## src/rtl/spi_ft_pkg.sv

```systemverilog
package spi_ft_pkg;

   typedef enum logic [2:0] {
      ST_IDLE  = 3'd0,
      ST_LEAD  = 3'd1,
      ST_SHIFT = 3'd2,
      ST_TRAIL = 3'd3,
      ST_GAP   = 3'd4
   } ft_state_e;

   // Delay prescale: codes map to the odd values 1,3,5,7
   function automatic logic [2:0] delay_pre_val(input logic [1:0] code);
      return {code, 1'b1};
   endfunction

   // Serial clock prescale: codes map to 2,3,5,7
   function automatic logic [2:0] baud_pre_val(input logic [1:0] code);
      logic [2:0] v;
      case (code)
         2'b00:   v = 3'd2;
         2'b01:   v = 3'd3;
         2'b10:   v = 3'd5;
         default: v = 3'd7;
      endcase
      return v;
   endfunction

endpackage

```

## src/rtl/spi_ft_interval.sv

```systemverilog
module spi_ft_interval
   import spi_ft_pkg::*;
#(
   parameter int SCL_W     = 4,
   parameter int CW        = 19,
   parameter bit BAUD_MODE = 1'b0
) (
   input  logic [1:0]       pre,
   input  logic [SCL_W-1:0] scl,
   output logic [CW-1:0]    dur
);
   localparam int SHW = SCL_W + 1;

   initial begin
      assert (CW >= 3 + (1 << SCL_W))
         else $error("spi_ft_interval: CW too narrow for SCL_W");
   end

   logic [CW-1:0] base;

   generate
      if (BAUD_MODE) begin : g_half_period
         // half period = pre * 2^(scl+1) / 2 = pre << scl
         always_comb begin
            base = CW'(baud_pre_val(pre));
            dur  = base << scl;
         end
      end else begin : g_delay
         always_comb begin
            base = CW'(delay_pre_val(pre));
            dur  = base << (SHW'(scl) + SHW'(1));
         end
      end
   endgenerate

endmodule

```

## src/rtl/spi_ft_downcount.sv

```systemverilog
module spi_ft_downcount #(
   parameter int CW = 19
) (
   input  logic          clk,
   input  logic          rst_n,
   input  logic          load,
   input  logic [CW-1:0] load_val,
   output logic          zero
);
   logic [CW-1:0] cnt_q;

   always_ff @(posedge clk or negedge rst_n) begin
      if (!rst_n)
         cnt_q <= '0;
      else if (load)
         cnt_q <= load_val;
      else if (cnt_q != '0)
         cnt_q <= cnt_q - CW'(1);
   end

   assign zero = (cnt_q == '0);

endmodule

```

## src/rtl/spi_ft_edge_ctr.sv

```systemverilog
module spi_ft_edge_ctr #(
   parameter int EW = 7
) (
   input  logic          clk,
   input  logic          rst_n,
   input  logic          load,
   input  logic [EW-1:0] load_val,
   input  logic          step,
   output logic          last
);
   logic [EW-1:0] rem_q;

   always_ff @(posedge clk or negedge rst_n) begin
      if (!rst_n)
         rem_q <= '0;
      else if (load)
         rem_q <= load_val;
      else if (step && rem_q != '0)
         rem_q <= rem_q - EW'(1);
   end

   assign last = (rem_q == EW'(1));

endmodule

```

## src/rtl/spi_frame_timer.sv

```systemverilog
module spi_frame_timer
   import spi_ft_pkg::*;
#(
   parameter int BITS_W = 6,
   parameter int SCL_W  = 4
) (
   input  logic              clk,
   input  logic              rst_n,
   input  logic              start,
   input  logic [BITS_W-1:0] bit_count,
   input  logic [1:0]        lead_pre,
   input  logic [SCL_W-1:0]  lead_scl,
   input  logic [1:0]        baud_pre,
   input  logic [SCL_W-1:0]  baud_scl,
   input  logic [1:0]        trail_pre,
   input  logic [SCL_W-1:0]  trail_scl,
   input  logic [1:0]        gap_pre,
   input  logic [SCL_W-1:0]  gap_scl,
   output logic              cs_n,
   output logic              sck,
   output logic              shift_stb,
   output logic              busy,
   output logic              done
);
   localparam int CW = 3 + (1 << SCL_W);
   localparam int EW = BITS_W + 1;
   localparam int NIV = 4;

   initial begin
      assert (SCL_W >= 1 && SCL_W <= 5)
         else $error("spi_frame_timer: SCL_W out of range");
      assert (BITS_W >= 1 && BITS_W <= 16)
         else $error("spi_frame_timer: BITS_W out of range");
   end

   // interval index: 0 lead, 1 half period, 2 trail, 3 gap
   logic [1:0]       iv_pre [NIV];
   logic [SCL_W-1:0] iv_scl [NIV];
   logic [CW-1:0]    iv_dur [NIV];

   always_comb begin
      iv_pre[0] = lead_pre;  iv_scl[0] = lead_scl;
      iv_pre[1] = baud_pre;  iv_scl[1] = baud_scl;
      iv_pre[2] = trail_pre; iv_scl[2] = trail_scl;
      iv_pre[3] = gap_pre;   iv_scl[3] = gap_scl;
   end

   generate
      for (genvar i = 0; i < NIV; i++) begin : g_iv
         spi_ft_interval #(
            .SCL_W     (SCL_W),
            .CW        (CW),
            .BAUD_MODE (i == 1)
         ) u_iv (
            .pre (iv_pre[i]),
            .scl (iv_scl[i]),
            .dur (iv_dur[i])
         );
      end
   endgenerate

   ft_state_e     state_q, state_d;
   logic          sck_q, sck_d;
   logic          stb_q, stb_d;
   logic          done_q, done_d;
   logic          pend_q, pend_d;
   logic          cnt_ld;
   logic [CW-1:0] cnt_val;
   logic          cnt_zero;
   logic          edge_ld, edge_step, edge_last;

   spi_ft_downcount #(.CW(CW)) u_cnt (
      .clk      (clk),
      .rst_n    (rst_n),
      .load     (cnt_ld),
      .load_val (cnt_val),
      .zero     (cnt_zero)
   );

   spi_ft_edge_ctr #(.EW(EW)) u_edges (
      .clk      (clk),
      .rst_n    (rst_n),
      .load     (edge_ld),
      .load_val ({bit_count, 1'b1}),
      .step     (edge_step),
      .last     (edge_last)
   );

   always_comb begin
      state_d   = state_q;
      sck_d     = sck_q;
      stb_d     = 1'b0;
      done_d    = 1'b0;
      pend_d    = pend_q;
      cnt_ld    = 1'b0;
      cnt_val   = '0;
      edge_ld   = 1'b0;
      edge_step = 1'b0;
      unique case (state_q)
         ST_IDLE: begin
            if (start || pend_q) begin
               state_d = ST_LEAD;
               pend_d  = 1'b0;
               cnt_ld  = 1'b1;
               cnt_val = iv_dur[0] - CW'(1);
               edge_ld = 1'b1;
            end
         end
         ST_LEAD: begin
            if (cnt_zero) begin
               state_d = ST_SHIFT;
               sck_d   = 1'b1;
               cnt_ld  = 1'b1;
               cnt_val = iv_dur[1] - CW'(1);
            end
         end
         ST_SHIFT: begin
            if (cnt_zero) begin
               sck_d     = ~sck_q;
               stb_d     = sck_q;
               edge_step = 1'b1;
               cnt_ld    = 1'b1;
               if (edge_last) begin
                  state_d = ST_TRAIL;
                  cnt_val = iv_dur[2] - CW'(1);
               end else begin
                  cnt_val = iv_dur[1] - CW'(1);
               end
            end
         end
         ST_TRAIL: begin
            if (cnt_zero) begin
               state_d = ST_GAP;
               cnt_ld  = 1'b1;
               cnt_val = iv_dur[3] - CW'(1);
            end
         end
         ST_GAP: begin
            if (start)
               pend_d = 1'b1;
            if (cnt_zero) begin
               state_d = ST_IDLE;
               done_d  = 1'b1;
            end
         end
         default: state_d = ST_IDLE;
      endcase
   end

   always_ff @(posedge clk or negedge rst_n) begin
      if (!rst_n) begin
         state_q <= ST_IDLE;
         sck_q   <= 1'b0;
         stb_q   <= 1'b0;
         done_q  <= 1'b0;
         pend_q  <= 1'b0;
      end else begin
         state_q <= state_d;
         sck_q   <= sck_d;
         stb_q   <= stb_d;
         done_q  <= done_d;
         pend_q  <= pend_d;
      end
   end

   assign cs_n      = (state_q == ST_IDLE) || (state_q == ST_GAP);
   assign busy      = (state_q != ST_IDLE);
   assign sck       = sck_q;
   assign shift_stb = stb_q;
   assign done      = done_q;

endmodule

```

## config.mk

```make
export PLATFORM = sky130hd
export DESIGN_NAME = spi_frame_timer
export DESIGN_NICKNAME = d
export VERILOG_FILES = /design/src/rtl/spi_ft_pkg.sv /design/src/rtl/spi_ft_interval.sv /design/src/rtl/spi_ft_downcount.sv /design/src/rtl/spi_ft_edge_ctr.sv /design/src/rtl/spi_frame_timer.sv
export SDC_FILE = /design/constraint.sdc
export NUM_CORES = 1
export LEC_CHECK = 0
export ABC_CLOCK_PERIOD_IN_PS = 2770
export BUFFER_PORTS_ARGS = -buffer_cell sky130_fd_sc_hd__buf_2
export CAP_MARGIN = 20
export CORE_UTILIZATION = 45
export DETAILED_ROUTE_END_ITERATION = 6
export GPL_ROUTABILITY_DRIVEN = 0
export GPL_TIMING_DRIVEN = 0
export PLACE_DENSITY = 0.68
export SETUP_SLACK_MARGIN = 0.3
export SYNTH_ARGS = -nofsm -noshare
export SYNTH_HDL_FRONTEND = slang
export SYNTH_SLANG_ARGS = --single-unit
```

## constraint.sdc

```tcl
create_clock -name clk -period 2.77 [get_ports clk]
set_clock_uncertainty 0.15 [all_clocks]
set_input_delay 0 -clock clk [delete_from_list [all_inputs] [get_ports clk]]
set_output_delay 0 -clock clk [all_outputs]
set_load 0.02 [all_outputs]
```

Word-level counts from Yosys, hierarchy flattened:

Index checks and enable logic that the tools add are counted.

* word-level logic and storage cells: 84
* register bits: 33
* bits of input ports: 33

* bitwise logic cells: 1
* $add $sub $neg: 9
* shift-type cells: 4
* mux-type cells: 32
* reduce and logical (&&, ||, !) cells: 17
* eq/ne operators: 14

Operator list (count)
* $mux 19: 7
* $sub 19x1->19 const B: 5
* $pmux 19 s4: 1
* $shl 3x5->19: 3
* $logic_not 19->1: 1
* $reduce_bool 19->1: 1
* $shl 3x4->19: 1
* $mux 3: 6
* $add 4x1->5 const B: 3
* $pmux 3 s5: 1
* $mux 7: 2
* $ne 2x2->1 const B: 7
* $mux 1: 11
* $pmux 3 s3: 1
* $reduce_bool 2->1: 4
* $eq 7x1->1 const B: 1
* $reduce_bool 7->1: 1
* $sub 7x1->7 const B: 1
* $eq 3x2->1 const B: 2
* $pmux 1 s2: 3
* $reduce_and 3->1: 2
* $reduce_and 6->1: 1
* $eq 3x1->1 const B: 1
* $eq 3x3->1 const B: 1
* other kinds (9): 10

Longest topological paths before layout:

Gate-level depths: netlist of the first run.

* word-level depth: 8
* gate-level depth with buffers: 16
* depth with buffers taken out: 14

Modules after synthesis:

A second synthesis of the first run with hierarchy kept.

* cell total of the unflattened synthesis: 734
* area, all modules: 5261.3 sq um

Modules (own cells, without submodules)
* spi_frame_timer: area an instance 2009.4 sq um, times used 1, cells an instance 301
* spi_ft_interval (g_iv[0].u_iv ...): area an instance 425.4 sq um, times used 3, cells an instance 63
* spi_ft_downcount: area an instance 1117.3 sq um, times used 1, cells an instance 127
* spi_ft_edge_ctr: area an instance 500.5 sq um, times used 1, cells an instance 60
* spi_ft_interval (g_iv[1].u_iv): area an instance 357.8 sq um, times used 1, cells an instance 57

Least setup slack after synthesis of the first run:

OpenSTA, ideal clock, no wires.

* kind: input-to-reg
* start point: in trail_scl[0]
* end point: reg u_cnt.cnt_q[14]
* arrival: 3.203 ns
* setup slack: -0.722 ns
* buffers on the path: 2
* stages: 16
* data required time: 2.481 ns
* path through: ha_1 clkbuf_1 nor2b_1 mux2i_1 nor2_1 nand2_1 ha_1 clkbuf_1 inv_1 nor4_1 a211oi_1 or2_2 nor4_2 xnor2_1 o21ai_0 or4_1

* word-level cells in the longest chain between the ends: 7

RTL lines
* start, declared: RTL line spi_frame_timer.sv:16 `input logic [SCL_W-1:0] trail_scl,`
* $add 4x1->5: RTL line spi_ft_interval.sv:31 `dur = base << (SHW'(scl) + SHW'(1));`
* $shl 3x5->19: RTL line spi_ft_interval.sv:31
* $sub 19x1->19: RTL line spi_frame_timer.sv:125 `cnt_val = iv_dur[2] - CW'(1);`
* $mux 19: RTL line spi_frame_timer.sv:123 `if (edge_last) begin`
* $mux 19: RTL line spi_frame_timer.sv:118 `if (cnt_zero) begin`
* $pmux 19 s4: RTL line spi_frame_timer.sv:99 `unique case (state_q)`
* $mux 19: RTL line spi_ft_downcount.sv:15 `else if (load)`
* end signal, assigned: RTL line spi_ft_downcount.sv:16 `cnt_q <= load_val;`
* end signal, assigned: RTL line spi_ft_downcount.sv:18 `cnt_q <= cnt_q - CW'(1);`
* end, declared: RTL line spi_ft_downcount.sv:10 `logic [CW-1:0] cnt_q;`

No other way between the ends.
A chain may end at the register's enable or synchronous reset.

Final worst setup path of the first run:

* start point: reg u_cnt.cnt_q[14]
* end point: reg u_cnt.cnt_q[11]

* word-level cells in the longest chain between the ends: 4

RTL lines
* $logic_not 19->1: RTL line spi_ft_downcount.sv:21 `assign zero = (cnt_q == '0);`
* $mux 19 (tied with other cells): RTL line spi_frame_timer.sv:132 `if (cnt_zero) begin`
* $pmux 19 s4 or $pmux 1 s2 (tied branches): RTL line spi_frame_timer.sv:99
* $mux 19 or $reduce_bool 2->1 (tied branches)

Parallel ways exist; a longest one is shown, timed or not.

==> flow_summary.rst, run 1 <==
.. list-table::
   :header-rows: 1

   * - Metric
     - Value
   * - Buffer depth of the longest clock path
     - 2
   * - Number of storage elements in the synthesis netlist
     - 33
   * - Post-synthesis cell type with the largest combined area
     - sky130_fd_sc_hd__dfrtp_1
   * - Overall Power
     - 3.34 mW
   * - Distinct cells, synth
     - 76
   * - Fill count
     - 1,023
   * - Max-capacitance violation count
     - 0
   * - Floorplan die width
     - 111 um
   * - Total negative slack for setup checks
     - -0.948 ns
   * - Count of buffering cells on the critical path with inverters included
     - 1
   * - Switching power share of the total
     - 42.5%
   * - Number of buffers inserted during clock tree synthesis
     - 5
   * - Per-instance average area after synthesis
     - 6.82 um^2
   * - Placeable core region
     - 11,500 um^2
   * - Most numerous cell in the Yosys netlist
     - sky130_fd_sc_hd__nor2_1
   * - Internal cell power
     - 1.92 mW
   * - CTS H-Tree Depth
     - 2
   * - Largest cells by area after synthesis
     - sky130_fd_sc_hd__dfrtp_1 (15%), sky130_fd_sc_hd__nor2_1 (6.6%), sky130_fd_sc_hd__nand2_1 (5.4%)
   * - Synth warnings
     - 0
   * - Violations in the final reports
     - design-rule violations, negative setup slack
   * - Wire length per cell after detailed routing
     - 18.5 um
   * - Clock Root Buffer
     - sky130_fd_sc_hd__clkbuf_16
   * - Required time worst endpoint
     - 2.79 ns
   * - VDD IR max
     - 253 uV
   * - Max Clk Rate
     - 0.344 GHz
   * - Detailed Route WL
     - 19.1 mm
   * - Reg clk slew, reported paths
     - 0.05 ns
   * - Sequential Power Share
     - 27.2%
   * - Routed vias/inst
     - 6.39
   * - Die Y-Extent
     - 111 um
   * - Unrepaired setup endpoints after global routing
     - true
   * - # setup viols final
     - 18
   * - Via count of the first global-routing pass
     - 6,028
   * - Slew of the pin with the lowest slew margin
     - 0.863 ns
   * - Share of total power in combinational logic
     - 53.2%
   * - Via Count
     - 6,605
   * - Arrival time at the worst endpoint
     - 2.93 ns
   * - Areal power density over the cells
     - 467 nW/um^2
   * - Worst-path maximum fanout
     - 5
   * - Kind of critical path
     - register to register
   * - Share of the clock period used by the worst path after layout
     - 105%
   * - Max stage delay on crit path
     - 0.55 ns
   * - Post-synth EDFFs
     - 0
   * - N_diodes
     - 0
   * - Sequential area share after synthesis
     - 15.4%
   * - Number of nets produced by synthesis
     - 833
   * - Placement Setup Slack
     - -0.679 ns
   * - Number of core rows
     - 39
   * - Cell Area, Synth
     - 5370 um^2
   * - Full die area
     - 12,400 um^2
   * - Cell count after synthesis
     - 787
   * - Final hold vios
     - 0
   * - Outcome
     - finished with violations
   * - Clock latency on the worst-skew pair
     - 0.28 ns
   * - Total gr overflow
     - 0
   * - Finished Cell Area
     - 7150 um^2
   * - Initial DRC Count
     - 710
   * - Worst min-delay path category
     - input port to asynchronous set/reset pin
   * - Initial antenna violation count
     - 0
   * - Crit start category
     - register
   * - Final-stage net count
     - 935
   * - Number of max-slew violations in the final report
     - 0
   * - Most instantiated flip-flop cell in the synthesis netlist
     - sky130_fd_sc_hd__dfrtp_1
   * - Leakage power
     - 2.77 nW
   * - Yosys top cell area share
     - 15.4%
   * - Largest net degree at the start of global routing
     - 34
   * - Area Overhead vs Synth
     - 33.3%
   * - Number of clock sinks
     - 33
   * - Global-route total usage across every layer
     - 29.1%
   * - Placed standard-cell area
     - 5940 um^2
   * - Critical path cell sequence
     - or4_4 -> or3_4 -> or4_4 -> buf_8 -> or3_4 -> o21ai_4 -> nand4b_1 -> o211a_1
   * - Final critical-path required period
     - 2.91 ns
   * - Starting density of the core
     - 46.6%
   * - Pre-antenna DRT Iters
     - 7
   * - CTS tree
     - done
   * - Synth async-reset ratio
     - 100%
   * - P_sw
     - 1.42 mW
   * - Global-route wire length before repair
     - 30.0 mm
   * - Placed wire-length estimate after detailed placement
     - 13.3 mm
   * - Critical path endpoint category
     - register
   * - Final Worst Setup Slack
     - -0.136 ns
   * - Residual DRC count
     - 9
   * - Cell with the largest stage delay on the worst path
     - sky130_fd_sc_hd__or4_4
   * - Family of cells with the greatest summed delay on the critical path
     - simple AND/OR/NAND/NOR gates
   * - Most numerous cell types in the synthesized netlist
     - sky130_fd_sc_hd__nor2_1 (95), sky130_fd_sc_hd__nand2_1 (77), sky130_fd_sc_hd__a21oi_1 (53), sky130_fd_sc_hd__o21ai_0 (48), sky130_fd_sc_hd__clkbuf_1 (44)
   * - Number of cells in the finished layout apart from fillers
     - 1,033
   * - DP Cell Count
     - 968
   * - Number of top-level design ports
     - 38
   * - Clock power frac
     - 19.6%
   * - Number of nets with antenna violations after routing
     - 0
   * - Headroom to the max-slew limit
     - 42.4%
   * - Ratio of cells with drive above 1 in the final layout
     - 25.7%
   * - Count of buffers inserted at the top-level ports
     - 37
[through the flow]
step / hold slack (ns) / utilization [%]
floorplan: -0.446 / -
global placement: -0.0424 / 51.5
detailed placement: -0.0370 / 51.6
CTS: 0.203 / 59.0
global route: 0.266 / 62.1
finish: 0.207 / 62.1
[state kept, by name, summed over array words and instances, names as in the netlist]
signal	cells
sck	1
shift_stb	1
state_q	3
u_edges.rem_q	7
pend_q	1
done	1
u_cnt.cnt_q	19
[cell families (layout without fill, tap and decap cells)]
kind of cell    Yosys count  in the layout  synth area share (%)
simple gates            342            342                  32.5
mux                      18             18                  3.54
flops                    33             33                  15.4
compound gates          250            250                  30.9
buf+inv                  74            177                  5.36
fa+ha+maj                13             13                  3.03
xor+xnor                 57             57                  9.30
[power by group through the flow]
stage	Clock, mW	Combinational [mW]	Sequential, mW
2_1_floorplan	0	1.09	0.836
3_3_place_gp	0	1.39	0.869
3_5_place_dp	0	1.41	0.877
4_1_cts	0.656	1.60	0.878
5_1_grt	0.672	1.93	0.927
6_report	0.654	1.78	0.908
[layout make-up]
type	instances	area, um^2	share of cell area, %
multi-input cells	680	4850	67.8
inverters	23	88.8	1.24
clock buffers	7	143	1.99
repair buffers	95	739	10.3
flip-flops and latches	33	827	11.6
clock inverters	1	30.0	0.420
plain buffers	51	299	4.18
well taps	143	179	2.50
[layout by cell type (no fill, tap or decap), drive strengths merged, types with 5 or more instances in the layout]
cell,count
buf,99
nor2,96
nand2,78
o21ai,56
a21oi,53
clkbuf,46
dfrtp,33
nor3,32
xor2,30
xnor2,27
nand3,25
inv,23
o22ai,20
nand2b,18
a31oi,17
nor2b,15
or3,14
a211oi,13
ha,13
mux2i,10
and3,10
nor4,10
o211ai,9
a32oi,9
o21a,8
dlygate4sd3,8
mux2,8
or2,8
a21o,7
and2,6
o221ai,6
o31ai,6
or4,5
nor3b,5
[timing repair]
action                     4_1_cts  5_1_grt
pin swaps                       26       35
hold endpoints to repair        40        0
setup endpoints to repair       32       32
hold buffers                     8        0
gates cloned                     1        0
resized for setup               80       62
setup buffers                   29       19
[metal layers]
layer | wire length, um | vias up | share of wire, % | GRT usage [%]
li1 | - | 3120 | - | -
met1 | 8170 | 3111 | 43 | 39.1
met2 | 9200 | 331 | 48 | 49.4
met3 | 1300 | 43 | 6.8 | 3.39
met4 | 447 | 0 | 2.3 | 7.30
met5 | 0 | - | 0 | 0
[worst paths after layout]
check | from | endpoint | depth (start not counted) | slack, ns
max reg2reg | u_cnt.cnt_q[14]$_DFFE_PN0P_ | u_cnt.cnt_q[11]$_DFFE_PN0P_ | 8 | -0.14
min | rst_n | u_edges.rem_q[4]$_DFFE_PN0P_ | 2 | 0.21
min reg2reg | pend_q$_DFFE_PN0P_ | pend_q$_DFFE_PN0P_ | 2 | 0.38
min in group clk | lead_pre[0] | u_cnt.cnt_q[3]$_DFFE_PN0P_ | 6 | 0.24
max | u_cnt.cnt_q[14]$_DFFE_PN0P_ | u_cnt.cnt_q[11]$_DFFE_PN0P_ | 8 | -0.14
max in group asynchronous | rst_n | u_cnt.cnt_q[0]$_DFFE_PN0P_ | 2 | 1.74
Note: power is estimated with default switching activity, not from simulation.
==> run 2: changes to the inputs <==
==> constraint.sdc (replaced) <==
create_clock -name clk -period 2.77 [get_ports clk]
set_clock_uncertainty 0.15 [all_clocks]
set_input_delay 0 -clock clk [delete_from_list [all_inputs] [get_ports clk]]
set_output_delay 0 -clock clk [all_outputs]
set_load 0.005 [all_outputs]
==> flow_summary.rst, run 2 (same netlist as run 1, synthesis figures left out) <==
.. list-table::
   :header-rows: 1

   * - Metric
     - Value
   * - Starting density of the core
     - 46.6%
   * - CTS H-Tree Depth
     - 2
   * - Global-route wire length before repair
     - 30.8 mm
   * - Number of buffers inserted during clock tree synthesis
     - 5
   * - Number of top-level design ports
     - 38
   * - Kind of critical path
     - register to register
   * - Clock Root Buffer
     - sky130_fd_sc_hd__clkbuf_16
   * - Critical path endpoint category
     - register
   * - CTS tree
     - done
   * - Overall Power
     - 3.43 mW
   * - Die Y-Extent
     - 111 um
   * - Final hold vios
     - 0
   * - Floorplan die width
     - 111 um
   * - Full die area
     - 12,400 um^2
   * - Wire length per cell after detailed routing
     - 18.8 um
   * - Via count of the first global-routing pass
     - 6,148
   * - Commonest cells after routing, fill and taps aside
     - sky130_fd_sc_hd__nor2_1 (78), sky130_fd_sc_hd__nand2_1 (72), sky130_fd_sc_hd__buf_4 (50)
   * - Unrepaired setup endpoints after global routing
     - true
   * - Buffer depth of the longest clock path
     - 2
   * - Total negative slack for setup checks
     - -1.71 ns
   * - Required time worst endpoint
     - 2.79 ns
   * - Total gr overflow
     - 0
   * - Count of buffers inserted at the top-level ports
     - 37
   * - Ratio of cells with drive above 1 in the final layout
     - 26.3%
   * - Number of clock sinks
     - 33
   * - Worst-path maximum fanout
     - 4
   * - Clock latency on the worst-skew pair
     - 0.28 ns
   * - Via Count
     - 6,753
   * - Max Clk Rate
     - 0.342 GHz
   * - # setup viols final
     - 26
   * - Final Worst Setup Slack
     - -0.150 ns
   * - Worst min-delay path category
     - input port to asynchronous set/reset pin
   * - Pre-antenna DRT Iters
     - 7
   * - Violations in the final reports
     - design-rule violations, negative setup slack
   * - Global-route total usage across every layer
     - 30.2%
   * - Initial DRC Count
     - 719
   * - DP Cell Count
     - 968
   * - Areal power density over the cells
     - 476 nW/um^2
   * - Layout Utilization
     - 62.5%
   * - Most common cell after layout, fill and taps aside
     - sky130_fd_sc_hd__nor2_1
   * - Outcome
     - finished with violations
   * - Largest net degree at the start of global routing
     - 34
   * - Headroom to the max-slew limit
     - 46.2%
   * - Final-stage net count
     - 945
   * - Final critical-path required period
     - 2.92 ns
   * - Number of cells in the finished layout apart from fillers
     - 1,043
   * - N_diodes
     - 0
   * - Routed vias/inst
     - 6.47
   * - Placeable core region
     - 11,500 um^2
   * - Worst hold margin
     - 0.205 ns
   * - Residual DRC count
     - 7
   * - Crit start category
     - register
   * - Detailed Route WL
     - 19.6 mm
   * - Number of core rows
     - 39
   * - Top reg by flops
     - u_cnt.cnt_q
   * - Biggest registers after layout
     - u_cnt.cnt_q (19), u_edges.rem_q (7), state_q (3)
   * - Leakage power
     - 2.80 nW
   * - Max-capacitance violation count
     - 0
   * - Arrival time at the worst endpoint
     - 2.94 ns
   * - Area Overhead vs Synth
     - 34.1%
   * - Number of nets with antenna violations after routing
     - 0
   * - Slew of the pin with the lowest slew margin
     - 0.796 ns
   * - Share of the clock period used by the worst path after layout
     - 105%
   * - Initial antenna violation count
     - 0
   * - Number of flip-flops under the largest register name
     - 19
   * - Placed wire-length estimate after detailed placement
     - 13.4 mm
   * - Reg clk slew, reported paths
     - 0.06 ns
   * - VDD IR max
     - 253 uV
   * - Number of max-slew violations in the final report
     - 0
## run 2: changes by cell type in the layout (fill, tap and decap cells not counted), moves of 4 or more
cell                       before  now
sky130_fd_sc_hd__a211oi_1       9    5
sky130_fd_sc_hd__buf_2         40   36
sky130_fd_sc_hd__buf_4         38   50
sky130_fd_sc_hd__clkbuf_2       6   10
## run 2: where the power goes
group          internal, mW  switching (mW)
Combinational         0.848            1.02
Clock                 0.449           0.202
Sequential            0.669           0.235
Total                  1.97            1.46
## run 2: timing repair
item,4_1_cts,5_1_grt
pin swaps,27,30
endpoints found under the setup margin,32,32
gates cloned,1,0
resized for setup,78,54
setup buffers,39,19
endpoints found under the hold margin,40,0
hold buffers,8,0
## run 2: area by class of cell
class	instances	area, um^2
multi-input cells	680	4820
fillers	1005	4320
flip-flops and latches	33	826
repair buffers	105	798
plain buffers	51	309
well taps	143	179
clock buffers	7	143
inverters	23	88.8
clock inverters	1	30.0
## run 2: final timing paths
path | slack, ns | depth (start not counted) | start | to
min | 0.21 | 2 | rst_n | u_edges.rem_q[3]$_DFFE_PN0P_
max reg2reg | -0.15 | 10 | u_cnt.cnt_q[0]$_DFFE_PN0P_ | u_cnt.cnt_q[11]$_DFFE_PN0P_
min reg2reg | 0.41 | 2 | pend_q$_DFFE_PN0P_ | pend_q$_DFFE_PN0P_
min in group clk | 0.24 | 6 | lead_pre[0] | u_cnt.cnt_q[3]$_DFFE_PN0P_
max | -0.15 | 10 | u_cnt.cnt_q[0]$_DFFE_PN0P_ | u_cnt.cnt_q[11]$_DFFE_PN0P_
max in group asynchronous | 1.77 | 2 | rst_n | u_cnt.cnt_q[8]$_DFFE_PN0P_
## run 2: routing by layer
layer  up-vias  routed length (um)  GRT usage (%)
li1       3129                   -              -
met1      3179                8070           39.0
met2       382                9340           50.8
met3        63                1580           5.41
met4         0                 596           9.37
met5         -                   0              0
## run 2: metrics by stage
stage	cell area [um^2]	worst slack, ns
after floorplan	5570	-0.104
after global placement	5930	-0.634
after detailed placement	5940	-0.729
after CTS	6880	-0.195
after global routing	7200	-0.189
final	7200	-0.150
## run 2: worst max-delay path: stages (launching register included)
cell and delay [ns]:
sky130_fd_sc_hd__dfrtp_1 0.42, sky130_fd_sc_hd__inv_1 0.13, sky130_fd_sc_hd__ha_4 0.16, sky130_fd_sc_hd__nor3b_4 0.25, sky130_fd_sc_hd__nand4_1 0.22, sky130_fd_sc_hd__or4_4 0.54
sky130_fd_sc_hd__buf_8 0.15, sky130_fd_sc_hd__or3_4 0.39, sky130_fd_sc_hd__o21ai_4 0.10, sky130_fd_sc_hd__nand4b_1 0.15, sky130_fd_sc_hd__o211a_1 0.15
==> run 3: changes to the inputs <==
--- a/config.mk
+++ b/config.mk
@@ -8,6 +8,7 @@
 export ABC_CLOCK_PERIOD_IN_PS = 2770
 export BUFFER_PORTS_ARGS = -buffer_cell sky130_fd_sc_hd__buf_2
 export CAP_MARGIN = 20
+export CORE_ASPECT_RATIO = 1.25
 export CORE_UTILIZATION = 45
 export DETAILED_ROUTE_END_ITERATION = 6
 export GPL_ROUTABILITY_DRIVEN = 0
==> flow_summary.rst, run 3 (same netlist as run 1, synthesis figures left out) <==
.. list-table::
   :header-rows: 1

   * - Metric
     - Value
   * - Largest net degree at the start of global routing
     - 34
   * - Placed wire-length estimate after detailed placement
     - 13.5 mm
   * - Cell count of the worst reg-to-reg path
     - 8
   * - # setup viols final
     - 28
   * - Residual DRC count
     - 0
   * - Final critical-path required period
     - 2.98 ns
   * - Final hold vios
     - 0
   * - Max-capacitance violation count
     - 0
   * - Final-stage net count
     - 935
   * - Critical path endpoint category
     - register
   * - Total gr overflow
     - 0
   * - Slew of the pin with the lowest slew margin
     - 0.816 ns
   * - Placement Setup Slack
     - -0.733 ns
   * - CTS H-Tree Depth
     - 2
   * - Placeable core region
     - 11,600 um^2
   * - Required time worst endpoint
     - 2.79 ns
   * - Number of core rows
     - 44
   * - Commonest cells after routing, fill and taps aside
     - sky130_fd_sc_hd__nor2_1 (79), sky130_fd_sc_hd__nand2_1 (73), sky130_fd_sc_hd__a21oi_1 (45)
   * - Fill count
     - 1,053
   * - Worst min-delay path category
     - input port to asynchronous set/reset pin
   * - Max Clk Rate
     - 0.336 GHz
   * - Outcome
     - finished with violations
   * - Initial DRC Count
     - 527
   * - Share of the clock period used by the worst path after layout
     - 107%
   * - Top reg by flops
     - u_cnt.cnt_q
   * - Most common cell after layout, fill and taps aside
     - sky130_fd_sc_hd__nor2_1
   * - Number of max-slew violations in the final report
     - 0
   * - Clock Root Buffer
     - sky130_fd_sc_hd__clkbuf_16
   * - Areal power density over the cells
     - 460 nW/um^2
   * - Violations in the final reports
     - negative setup slack
   * - Via count of the first global-routing pass
     - 6,284
   * - Number of nets with antenna violations after routing
     - 0
   * - Arrival time at the worst endpoint
     - 3.00 ns
   * - Kind of critical path
     - register to register
   * - Reg clk slew, reported paths
     - 0.05 ns
   * - Full die area
     - 12,400 um^2
   * - Count of buffers inserted at the top-level ports
     - 37
   * - Area Overhead vs Synth
     - 31.9%
   * - Ratio of cells with drive above 1 in the final layout
     - 24.4%
   * - Number of top-level design ports
     - 38
   * - Global-route total usage across every layer
     - 30.4%
   * - Pre-antenna DRT Iters
     - 6
   * - Headroom to the max-slew limit
     - 44.9%
   * - Clock latency on the worst-skew pair
     - 0.28 ns
   * - Wire length per cell after detailed routing
     - 18.4 um
   * - Via Count
     - 6,756
   * - Buffer depth of the longest clock path
     - 2
   * - Starting density of the core
     - 46.2%
   * - CTS tree
     - done
   * - Global-route wire length before repair
     - 30.5 mm
   * - Biggest registers after layout
     - u_cnt.cnt_q (19), u_edges.rem_q (7), state_q (3)
   * - Detailed Route WL
     - 19.3 mm
   * - Number of buffers inserted during clock tree synthesis
     - 5
   * - Leakage power
     - 2.73 nW
   * - Initial antenna violation count
     - 0
   * - Unrepaired setup endpoints after global routing
     - true
   * - Routed vias/inst
     - 6.43
   * - Number of clock sinks
     - 33
   * - Floorplan die width
     - 99.7 um
   * - Crit start category
     - register
   * - N_diodes
     - 0
   * - Die Y-Extent
     - 124 um
   * - Worst hold margin
     - 0.184 ns
   * - Number of flip-flops under the largest register name
     - 19
   * - Final Worst Setup Slack
     - -0.206 ns
   * - Worst-path maximum fanout
     - 5
   * - VDD IR max
     - 301 uV
[run 3: changes by cell type in the layout (fill, tap and decap cells not counted), sizes merged]
cell and delta:
buf -11, clkinv +1, bufinv -1, clkbuf +1
[run 3: per-stage QoR]
step	utilization (%)	TNS (ns)	instance area, um^2	std cells	power, mW
4_1_cts	58.8	-1.41	6830	1043	3.10
3_5_place_dp	51.3	-9.59	5960	986	2.30
3_3_place_gp	51.2	-7.43	5950	985	2.25
2_1_floorplan	-	-0.345	5570	787	1.92
5_1_grt	61.0	-4.71	7080	1051	3.44
6_report	61.0	-3.10	7080	1051	3.26
[run 3: critical path: stages (launching register included)]
cell	delay [ns]
sky130_fd_sc_hd__dfrtp_1	0.40
sky130_fd_sc_hd__or4_4	0.54
sky130_fd_sc_hd__or3_4	0.39
sky130_fd_sc_hd__or4_4	0.46
sky130_fd_sc_hd__buf_8	0.16
sky130_fd_sc_hd__or3_4	0.37
sky130_fd_sc_hd__o21ai_4	0.09
sky130_fd_sc_hd__nand4b_1	0.14
sky130_fd_sc_hd__o211a_1	0.15
[run 3: path summary, 6_finish.rpt]
kind,from,to,slack [ns]
worst max-delay path,u_cnt.cnt_q[14]$_DFFE_PN0P_,u_cnt.cnt_q[11]$_DFFE_PN0P_,-0.21
worst min-delay path,rst_n,u_edges.rem_q[3]$_DFFE_PN0P_,0.18
worst max register to register,u_cnt.cnt_q[14]$_DFFE_PN0P_,u_cnt.cnt_q[11]$_DFFE_PN0P_,-0.21
worst min register to register,pend_q$_DFFE_PN0P_,pend_q$_DFFE_PN0P_,0.39
max in group asynchronous,rst_n,u_cnt.cnt_q[0]$_DFFE_PN0P_,1.75
min in group clk,lead_pre[0],u_cnt.cnt_q[3]$_DFFE_PN0P_,0.24
[run 3: area by class of cell]
cell class	instances	area, um^2	share of cell area, %
clock buffers	7	153	2.16
repair buffers	95	716	10.1
multi-input cells	680	4810	67.9
plain buffers	51	288	4.06
inverters	23	86.3	1.22
well taps	161	201	2.84
clock inverters	1	5.00	0.0707
flip-flops and latches	33	827	11.7
[run 3: metal layers]
metal	global-route usage, %	wire, um	vias to the layer above
li1	-	-	3108
met1	34.9	7500	3167
met2	56.2	9620	393
met3	3.42	1280	88
met4	14.3	945	0
met5	0	0	-
[run 3: timing repair]
action                                  4_1_cts  5_1_grt
setup buffers                                41        8
gates resized for setup                      68       43
hold buffers                                  8        0
endpoints found under the setup margin       32       32
hold endpoints to repair                     40        0
pin swaps                                    28       16
[run 3: power by group]
part           switching (mW)  total, mW  internal, mW  leakage [nW]
Clock                   0.205      0.585         0.380        0.0799
Combinational           0.968       1.76         0.792          2.25
Sequential              0.244      0.914         0.670         0.400
